<file path="config.mk">
export PLATFORM = sky130hd
export DESIGN_NAME = intc2lvl_top
export DESIGN_NICKNAME = d
export VERILOG_FILES = /design/src/rtl/intc2lvl_pkg.sv /design/src/rtl/intc2lvl_pend_bank.sv /design/src/rtl/intc2lvl_lowest.sv /design/src/rtl/intc2lvl_sub_group.sv /design/src/rtl/intc2lvl_top.sv
export SDC_FILE = /design/constraint.sdc
export NUM_CORES = 1
export LEC_CHECK = 0
export ABC_CLOCK_PERIOD_IN_PS = 7350
export CAP_MARGIN = 40
export CORE_UTILIZATION = 37
export DETAILED_ROUTE_END_ITERATION = 10
export PLACE_DENSITY = 0.55
export SYNTH_ARGS = -nofsm -noshare
export SYNTH_HDL_FRONTEND = slang
export SYNTH_SLANG_ARGS = --single-unit
export TNS_END_PERCENT = 1
</file>
<file path="constraint.sdc">
create_clock -name clk -period 7.35 [get_ports clk]
set_input_delay 1.47 -clock clk [delete_from_list [all_inputs] [get_ports clk]]
set_output_delay 1.47 -clock clk [all_outputs]
set_load 0.005 [all_outputs]
</file>
<file path="src/rtl/intc2lvl_pkg.sv">
// Shared constants and helpers for the two-level interrupt controller.
// Assumes byte offsets on a 5-bit register address and at most 32 sources per bank.
package intc2lvl_pkg;

    localparam int REG_AW    = 5;
    localparam int NO_PARENT = 255;

    localparam logic [REG_AW-1:0] OFS_PEND  = 5'h00;
    localparam logic [REG_AW-1:0] OFS_MODE  = 5'h04;
    localparam logic [REG_AW-1:0] OFS_MASK  = 5'h08;
    localparam logic [REG_AW-1:0] OFS_WIN   = 5'h10;
    localparam logic [REG_AW-1:0] OFS_SPEND = 5'h18;
    localparam logic [REG_AW-1:0] OFS_SMASK = 5'h1C;

    typedef enum logic [2:0] {
        SEL_NONE,
        SEL_PEND,
        SEL_MODE,
        SEL_MASK,
        SEL_WIN,
        SEL_SPEND,
        SEL_SMASK
    } reg_sel_e;

    // Map a byte offset onto a register selector.
    function automatic reg_sel_e decode_sel(input logic [REG_AW-1:0] a);
        case (a)
            OFS_PEND:  return SEL_PEND;
            OFS_MODE:  return SEL_MODE;
            OFS_MASK:  return SEL_MASK;
            OFS_WIN:   return SEL_WIN;
            OFS_SPEND: return SEL_SPEND;
            OFS_SMASK: return SEL_SMASK;
            default:   return SEL_NONE;
        endcase
    endfunction

    // Main line that a sub-source feeds, or NO_PARENT.
    function automatic int parent_of(input int s);
        if (s < 3)  return 28;
        if (s < 6)  return 23;
        if (s < 9)  return 15;
        if (s < 11) return 31;
        return NO_PARENT;
    endfunction

endpackage

</file>
<file path="src/rtl/intc2lvl_pend_bank.sv">
// Pending-bit bank: captures edge or level events per bit, write-one-to-clear.
// Assumes LEVEL_MASK and BLOCK_MASK are constant. A set in the same cycle as a clear wins.
module intc2lvl_pend_bank #(
    parameter int           W          = 32,
    parameter logic [W-1:0] LEVEL_MASK = '0,
    parameter logic [W-1:0] BLOCK_MASK = '0
) (
    input  logic         clk,
    input  logic         rst_n,
    input  logic [W-1:0] src,
    input  logic         clr_we,
    input  logic [W-1:0] clr_bits,
    output logic [W-1:0] pend
);

    logic [W-1:0] prev_q;
    logic [W-1:0] hit;
    logic [W-1:0] clr_eff;

    // Event detection: rising edge for edge bits, high level for level bits.
    always_comb begin
        hit     = ((src & ~prev_q & ~LEVEL_MASK) | (src & LEVEL_MASK)) & ~BLOCK_MASK;
        clr_eff = clr_we ? clr_bits : '0;
    end

    // Remember the previous input for edge detection.
    always_ff @(posedge clk) begin
        if (!rst_n) prev_q <= '0;
        else        prev_q <= src;
    end

    // Pending state: clear requested bits, then set new events.
    always_ff @(posedge clk) begin
        if (!rst_n) pend <= '0;
        else        pend <= (pend & ~clr_eff) | hit;
    end

endmodule

</file>
<file path="src/rtl/intc2lvl_lowest.sv">
// Lowest-set-bit picker: returns a one-hot vector of the lowest set input bit.
// Purely combinational; an all-zero input gives an all-zero output.
module intc2lvl_lowest #(
    parameter int W = 32
) (
    input  logic [W-1:0] vec,
    output logic [W-1:0] onehot
);

    logic found;

    // Scan upward and keep the first set bit.
    always_comb begin
        onehot = '0;
        found  = 1'b0;
        for (int i = 0; i < W; i++) begin
            if (vec[i] && !found) begin
                onehot[i] = 1'b1;
                found     = 1'b1;
            end
        end
    end

endmodule

</file>
<file path="src/rtl/intc2lvl_sub_group.sv">
// Sub-source grouping: ORs enabled pending sub-sources onto their parent main lines.
// Assumes the fixed parent map in intc2lvl_pkg::parent_of.
module intc2lvl_sub_group
    import intc2lvl_pkg::*;
#(
    parameter int N_MAIN  = 32,
    parameter int SUB_CNT = 11
) (
    input  logic [SUB_CNT-1:0] sub_act,
    output logic [N_MAIN-1:0]  grp_req,
    output logic [N_MAIN-1:0]  grp_used
);

    // Constant set of sub-sources that feed main line m.
    function automatic logic [SUB_CNT-1:0] child_mask(input int m);
        logic [SUB_CNT-1:0] r;
        r = '0;
        for (int s = 0; s < SUB_CNT; s++) r[s] = (parent_of(s) == m);
        return r;
    endfunction

    for (genvar m = 0; m < N_MAIN; m++) begin : g_line
        localparam logic [SUB_CNT-1:0] CMASK = child_mask(m);
        // A line requests while any child is pending and enabled.
        assign grp_req[m]  = |(sub_act & CMASK);
        assign grp_used[m] = |CMASK;
    end

endmodule

</file>
<file path="src/rtl/intc2lvl_top.sv">
// Two-level interrupt controller top: register port, masks, mode, winner selection.
// Assumes single-cycle register writes and a combinational read path from reg_addr.
module intc2lvl_top
    import intc2lvl_pkg::*;
#(
    parameter int                 N_MAIN     = 32,
    parameter int                 SUB_CNT    = 11,
    parameter int                 DATA_W     = 32,
    parameter logic [N_MAIN-1:0]  MAIN_LEVEL = 32'h9080_8030,
    parameter logic [N_MAIN-1:0]  RESERVED   = 32'h0100_0040,
    parameter logic [SUB_CNT-1:0] SUB_LEVEL  = 11'h1FF
) (
    input  logic               clk,
    input  logic               rst_n,
    input  logic [N_MAIN-1:0]  src_main,
    input  logic [SUB_CNT-1:0] src_sub,
    input  logic               reg_wr,
    input  logic [REG_AW-1:0]  reg_addr,
    input  logic [DATA_W-1:0]  reg_wdata,
    output logic [DATA_W-1:0]  reg_rdata,
    output logic               irq_o,
    output logic               fiq_o
);

    reg_sel_e           sel;
    logic [N_MAIN-1:0]  main_pend, main_mask, mode_q, win_q;
    logic [SUB_CNT-1:0] sub_pend, sub_mask, sub_act;
    logic [N_MAIN-1:0]  grp_req, grp_used, main_in;
    logic [N_MAIN-1:0]  cand, pick, mode_pick;

    // Register selection from the byte offset.
    always_comb sel = decode_sel(reg_addr);

    // Enabled pending sub-sources.
    always_comb sub_act = sub_pend & ~sub_mask;

    intc2lvl_sub_group #(.N_MAIN(N_MAIN), .SUB_CNT(SUB_CNT)) u_group (
        .sub_act  (sub_act),
        .grp_req  (grp_req),
        .grp_used (grp_used)
    );

    // Grouped lines take the sub request instead of the external pin.
    always_comb main_in = (src_main & ~grp_used) | grp_req;

    intc2lvl_pend_bank #(
        .W(N_MAIN), .LEVEL_MASK(MAIN_LEVEL | grp_used_const()), .BLOCK_MASK(RESERVED)
    ) u_main_pend (
        .clk      (clk),
        .rst_n    (rst_n),
        .src      (main_in),
        .clr_we   (reg_wr && sel == SEL_PEND),
        .clr_bits (reg_wdata[N_MAIN-1:0]),
        .pend     (main_pend)
    );

    intc2lvl_pend_bank #(
        .W(SUB_CNT), .LEVEL_MASK(SUB_LEVEL), .BLOCK_MASK('0)
    ) u_sub_pend (
        .clk      (clk),
        .rst_n    (rst_n),
        .src      (src_sub),
        .clr_we   (reg_wr && sel == SEL_SPEND),
        .clr_bits (reg_wdata[SUB_CNT-1:0]),
        .pend     (sub_pend)
    );

    // Constant set of grouped main lines, so they capture as level.
    function automatic logic [N_MAIN-1:0] grp_used_const();
        logic [N_MAIN-1:0] r;
        r = '0;
        for (int s = 0; s < SUB_CNT; s++) begin
            if (parent_of(s) < N_MAIN) r[parent_of(s)] = 1'b1;
        end
        return r;
    endfunction

    // Winner candidates: pending, unmasked, not routed to the fast line.
    always_comb cand = main_pend & ~main_mask & ~mode_q;

    intc2lvl_lowest #(.W(N_MAIN)) u_pick (.vec(cand), .onehot(pick));
    intc2lvl_lowest #(.W(N_MAIN)) u_mode_pick (.vec(reg_wdata[N_MAIN-1:0]), .onehot(mode_pick));

    // Mask registers: full-value writes, reset to all blocked.
    always_ff @(posedge clk) begin
        if (!rst_n) begin
            main_mask <= '1;
            sub_mask  <= '1;
        end else if (reg_wr) begin
            if (sel == SEL_MASK)  main_mask <= reg_wdata[N_MAIN-1:0];
            if (sel == SEL_SMASK) sub_mask  <= reg_wdata[SUB_CNT-1:0];
        end
    end

    // Mode register keeps only the lowest set bit written.
    always_ff @(posedge clk) begin
        if (!rst_n)                         mode_q <= '0;
        else if (reg_wr && sel == SEL_MODE) mode_q <= mode_pick;
    end

    // Winner register: loads when empty, otherwise write-one-to-clear.
    always_ff @(posedge clk) begin
        if (!rst_n)                        win_q <= '0;
        else if (win_q == '0)              win_q <= pick;
        else if (reg_wr && sel == SEL_WIN) win_q <= win_q & ~reg_wdata[N_MAIN-1:0];
    end

    // Request outputs toward the processor.
    always_comb begin
        irq_o = |win_q;
        fiq_o = |(main_pend & ~main_mask & mode_q);
    end

    // Read multiplexer, zero-extended.
    always_comb begin
        reg_rdata = '0;
        case (sel)
            SEL_PEND:  reg_rdata[N_MAIN-1:0]  = main_pend;
            SEL_MODE:  reg_rdata[N_MAIN-1:0]  = mode_q;
            SEL_MASK:  reg_rdata[N_MAIN-1:0]  = main_mask;
            SEL_WIN:   reg_rdata[N_MAIN-1:0]  = win_q;
            SEL_SPEND: reg_rdata[SUB_CNT-1:0] = sub_pend;
            SEL_SMASK: reg_rdata[SUB_CNT-1:0] = sub_mask;
            default:   reg_rdata = '0;
        endcase
    end

endmodule

</file>
==> impl_metrics.ini, run 1 <==
[clock_tree]
insertion_delay_ns = 0.44
cts_hold_buf = 0
cts_max_level = 4
cts.path.max_buffers = 2
cts_tree = built
clk_pin_slew_worst_paths_ns = 0.07
clock-sinks = 176
root_buffer = clkbuf_16
cts_resized = 0
cts_buffers = 17
postCtsSetupBuffers = 0

[setup_path]
path_cells = clkdlybuf4s50_1 -> or3b_2 -> nor2_1 -> buf_4 -> a22oi_1 -> o21ai_0 -> a221o_1 -> clkdlybuf4s50_1
rr_worst_depth = 5
crit_path_start_kind = input port
critPathCapture = reg_rdata[8]
cp_max_fo = 12
crit_required_ns = 5.88
worstSetupPathType = input port to output port
crit_top_cell = clkdlybuf4s50_1
reg2reg_slack_ns = 4.49
reg2reg_from = win_q[17]
cp-startpoint = reg_addr[4]
cpMaxStageDelayCell = nor2_1
r2r-end = win_q[25]
worst_ep_arrival_time_ns = 4.26
end_kind = output port
cp_slowest_stage_delay_ns = 0.54

[synthesis]
syn_area_per_cell_um2 = 8.26
synth_nets = 1089
synth_edf_count = 0
yosys.area.top_type = dfxtp_1
yosysSeqAreaShare = 0.424
ys_warn_count = 0
yosysMostFrequentCell = dfxtp_1
synth_top_cell_area_share = 0.424
syn_area_um2 = 8310
ys_ff_latch = 176
syn_inst = 1006
synthArstFlopShare = 0
synth_top_flop_cell = dfxtp_1
yosys-top-cells-area = dfxtp_1 42%, nand2_1 7.6%, mux2i_1 4.0%
yosys.cell_types.count = 60
synthTopCellsByCount = 176 x dfxtp_1, 168 x nand2_1, 71 x nor2_1, 62 x a21oi_1, 52 x o21ai_0

[layout]
drive_gt1_frac = 0.0796
fin_cells = 1385
fin_nets = 1175
diodes = 0
area_growth_syn_to_layout_pct = 23.6
utilization = 0.469

[floorplan]
core_area_um2 = 21900
die_area_um2 = 23100
io_pins = 117
dieWidth_um = 152
row_count = 54
dieHeight_um = 152
initial_core_util = 0.379

[drt]
drt_first_pass_iters = 5
via_count = 7818
wl_um = 27900
viasPerCell = 5.64
drtIter0Drc = 763
ant_nets = 0
route.detailed.drc = 0
wl_per_cell_um = 20.1

[timing]
hold_violations = 0
fin_tns_setup_ns = 0
clock.fmax_ghz = 0.174
rsz0062_at_grt = false
setup_viol = 0
fin_crit_sh = 0.780
final.min_clock_period_ns = 5.73
slew_viol_final = 0
worstMarginPinSlew_ns = 0.837
slew_headroom = 0.442
clock_skew_ns = 0.0127
whs_ns = 0.457

[grt]
grt_antenna_before_repair = 0
grt_pass1_wl_um = 43300
grt.overflow.total = 0
grt_max_degree = 80
grtUsageTotal = 0.242
grt_pass1_vias = 7218

[pwr]
power_density_nw_per_um2 = 208
ir_drop_mv = 0.112
leakage_nw = 3.92
power_w = 0.00213

[place]
placed_cells_incl_taps = 1353
io_buffers = 110
dp_hpwl_um = 19100
gp_congestion = 0.862

[run]
cap_viol_max_count = 0

[run_status]
outcome = finished, final reports clean

[hold_path]
hold_path_class = flop to flop
-- how the worst min path moves through the flow --
stage                             start                  end  cells after the start
finish              u_main_pend.pend[6]  u_main_pend.pend[6]                      2
global placement    u_main_pend.pend[6]  u_main_pend.pend[6]                      2
global route        u_main_pend.pend[6]  u_main_pend.pend[6]                      2
floorplan           u_main_pend.pend[6]  u_main_pend.pend[6]                      2
detailed placement  u_main_pend.pend[6]  u_main_pend.pend[6]                      2
CTS                 u_main_pend.pend[6]  u_main_pend.pend[6]                      2
-- state kept, by name, indices dropped and copies added, names as in the netlist --
name	count
sub_mask	11
u_main_pend.prev_q	24
main_mask	32
mode_q	32
win_q	32
u_main_pend.pend	32
u_sub_pend.pend	11
u_sub_pend.prev_q	2
-- critical path: cells and delay by family --
family                 cells  cell delay (ns)
AOI/OAI and AO/OA          3             0.37
and+or+nand+nor            2             1.06
buffers and inverters      3             1.35
-- layer usage --
metal	global-route usage	vias to the layer above	share of wire
met4	0.0681	0	0.018
met5	0	-	0
met1	0.361	3742	0.49
met3	0.0328	28	0.061
li1	-	3767	-
met2	0.361	281	0.43
-- kinds of logic after synthesis --
logic type             share of synthesized area
and+or+nand+nor                            0.301
muxes                                     0.0398
AOI/OAI and AO/OA                          0.196
buffers and inverters                     0.0387
DFF                                        0.424
-- report_power, final --
group / total (W) / leakage (nW) / switching [W] / internal (W)
Sequential: 0.00100 / 1.44 / 0.0000220 / 0.000980
Clock: 0.000926 / 0.295 / 0.000411 / 0.000515
Combinational: 0.000204 / 2.18 / 0.000109 / 0.0000944
Total: 0.00213 / 3.92 / 0.000542 / 0.00159
-- cell usage in the layout (no fill, tap or decap), drive strengths merged, types with 7 or more instances in the layout --
master / Yosys / final
clkdlybuf4s50: 0 / 108
dfxtp: 176 / 176
inv: 23 / 27
or3b: 17 / 17
a21o: 12 / 12
a21oi: 62 / 62
clkbuf: 49 / 18
nand2: 168 / 168
a21boi: 8 / 8
nand3b: 36 / 36
nor4: 15 / 15
a221o: 10 / 10
o211ai: 10 / 10
a22oi: 38 / 38
o41ai: 8 / 8
nand2b: 7 / 7
clkinv: 0 / 8
nand4: 12 / 12
nor2b: 28 / 28
nor3: 9 / 9
o21ai: 57 / 57
nor3b: 17 / 17
and2: 29 / 29
nand3: 34 / 34
a32oi: 7 / 7
o21a: 11 / 11
nor2: 72 / 72
buf: 10 / 18
mux2i: 33 / 33
-- stage by stage --
step | area [µm²] | setup WS (ns)
after detailed placement | 9680 | 1.68
after global placement | 9640 | 1.68
after floorplan | 8310 | 2.88
final | 10300 | 1.62
after CTS | 10300 | 1.67
after global routing | 10300 | 1.49
-- final cells by class --
cell class | count | area [µm²]
fill | 2217 | 11600
inverter | 23 | 86.3
clock inverter | 14 | 154
multi-input combinational | 748 | 4490
tap | 280 | 350
timing repair buffer | 126 | 1230
sequential | 176 | 3520
clock buffer | 18 | 439
Power figures use the tool's default switching activity.
==> inputs of run 2 (changes only) <==
ABC_CLOCK_PERIOD_IN_PS = 5700   (was 7350)
clock period = 5.7 ns   (was 7.35 ns; I/O delays follow)
==> run 2 against run 1 <==
Critical endpoint is now reg_rdata[29]. Highest routed layer unchanged. Sequential power rose by 29%. Global-route usage rose by 0.24 points. Largest cell class unchanged. Non-clock buffer count rose by 3.
==> impl_metrics.ini, run 2 (same netlist as run 1, synthesis figures left out) <==
[timing]
setup_viol = 0
worst_slack_ns = 0.890
final.min_clock_period_ns = 4.81
slew_viol_final = 0
clock_skew_ns = 0.00835
clock.fmax_ghz = 0.208
whs_ns = 0.461
worstMarginPinSlew_ns = 0.844
fin_crit_sh = 0.844
rsz0062_at_grt = false
hold_violations = 0
slew_headroom = 0.437
fin_tns_setup_ns = 0

[floorplan]
row_count = 54
initial_core_util = 0.379
die_area_um2 = 23100
io_pins = 117
dieWidth_um = 152
core_area_um2 = 21900
dieHeight_um = 152

[hold_path]
hold_path_class = flop to flop

[layout]
regArea_um2 = 3520
utilization = 0.472
mostFrequentLayoutCells = 176 x dfxtp_1, 168 x nand2_1, 108 x clkdlybuf4s50_1, 71 x nor2_1, 62 x a21oi_1
drive_gt1_frac = 0.0804
area_growth_syn_to_layout_pct = 24.3
fin_area_um2 = 10300
fin_nets = 1178
multi_input_comb_area_um2 = 4480
fill_cells = 2224
diodes = 0
final_common_cell = dfxtp_1

[place]
gp_congestion = 0.837
io_buffers = 110
post-place-ws_ns = 0.921
placed_area_um2 = 9690
dp_hpwl_um = 19500

[drt]
viasPerCell = 5.65
ant_nets = 0
drt_first_pass_iters = 5
via_count = 7832
route.detailed.drc = 0
wl_um = 28100
drtIter0Drc = 692
wl_per_cell_um = 20.3

[pwr]
combinationalPowerShare = 0.093
netSwitchingFraction = 0.241
leakage_nw = 3.94
power_density_nw_per_um2 = 274
p_seq_frac = 0.457
ir_drop_mv = 0.186
p_int_w = 0.00215
clkPwrFrac = 0.449
power.switching_w = 0.000682

[clock_tree]
cts_resized = 0
clock-sinks = 176
postCtsSetupBuffers = 0
cts_hold_buf = 0
cts_max_level = 4
cts_tree = built
root_buffer = clkbuf_16
cts.path.max_buffers = 2
insertion_delay_ns = 0.44
cts_buffers = 17
clk_pin_slew_worst_paths_ns = 0.07

[setup_path]
crit_required_ns = 4.56
reg2reg_slack_ns = 2.68
worstSetupPathType = input port to output port
cp_max_fo = 32
crit_path_start_kind = input port
worst_ep_arrival_time_ns = 3.67
end_kind = output port

[grt]
grt.overflow.total = 0
grt_max_degree = 81
grtUsageTotal = 0.244
grt_antenna_before_repair = 0
grt_pass1_vias = 7275
grt_pass1_wl_um = 43600

[run]
cap_viol_max_count = 0

[run_status]
outcome = finished, final reports clean
## run 2: cell type report
| cell class | instances | share of cell area |
|---|---|---|
| clock inverter | 12 | 0.0176 |
| sequential | 176 | 0.341 |
| timing repair buffer | 129 | 0.121 |
| clock buffer | 19 | 0.0439 |
| tap | 280 | 0.0339 |
| inverter | 23 | 0.00836 |
| multi-input combinational | 748 | 0.434 |
## run 2: worst max-delay path, stage by stage
cell and delay [ns]:
clkdlybuf4s50_1 0.51, or3b_2 0.52, nor3_2 0.12, buf_4 0.47, a22oi_1 0.13, o21ai_0 0.20, clkdlybuf4s50_1 0.57
## run 2: per-stage QoR
| step | instances | power, W |
|---|---|---|
| after floorplan | 1006 | 0.00144 |
| after detailed placement | 1356 | 0.00158 |
| after global placement | 1354 | 0.00158 |
| after global routing | 1387 | 0.00293 |
| after CTS | 1387 | 0.00285 |
| final | 1387 | 0.00283 |
## run 2: path summary, 6_finish.rpt
kind                       startpoint                   to  depth (start not counted)
setup / recovery          reg_addr[4]        reg_rdata[29]                          7
hold / removal    u_main_pend.pend[6]  u_main_pend.pend[6]                          2
setup reg to reg            win_q[11]            win_q[25]                          5
hold reg to reg   u_main_pend.pend[6]  u_main_pend.pend[6]                          2
## run 2: layer usage
layer / part of all wire / up-vias / GRT usage
li1: - / 3770 / -
met5: 0 / - / 0
met1: 0.49 / 3757 / 0.362
met2: 0.44 / 279 / 0.365
met3: 0.063 / 26 / 0.0322
met4: 0.015 / 0 / 0.0757
## run 2: power groups by stage
stage	Clock [W]	Sequential, W	Combinational (W)
floorplan	0	0.00131	0.000129
global placement	0	0.00132	0.000260
CTS	0.00129	0.00129	0.000264
finish	0.00127	0.00129	0.000264
global route	0.00134	0.00130	0.000286
detailed placement	0	0.00132	0.000263
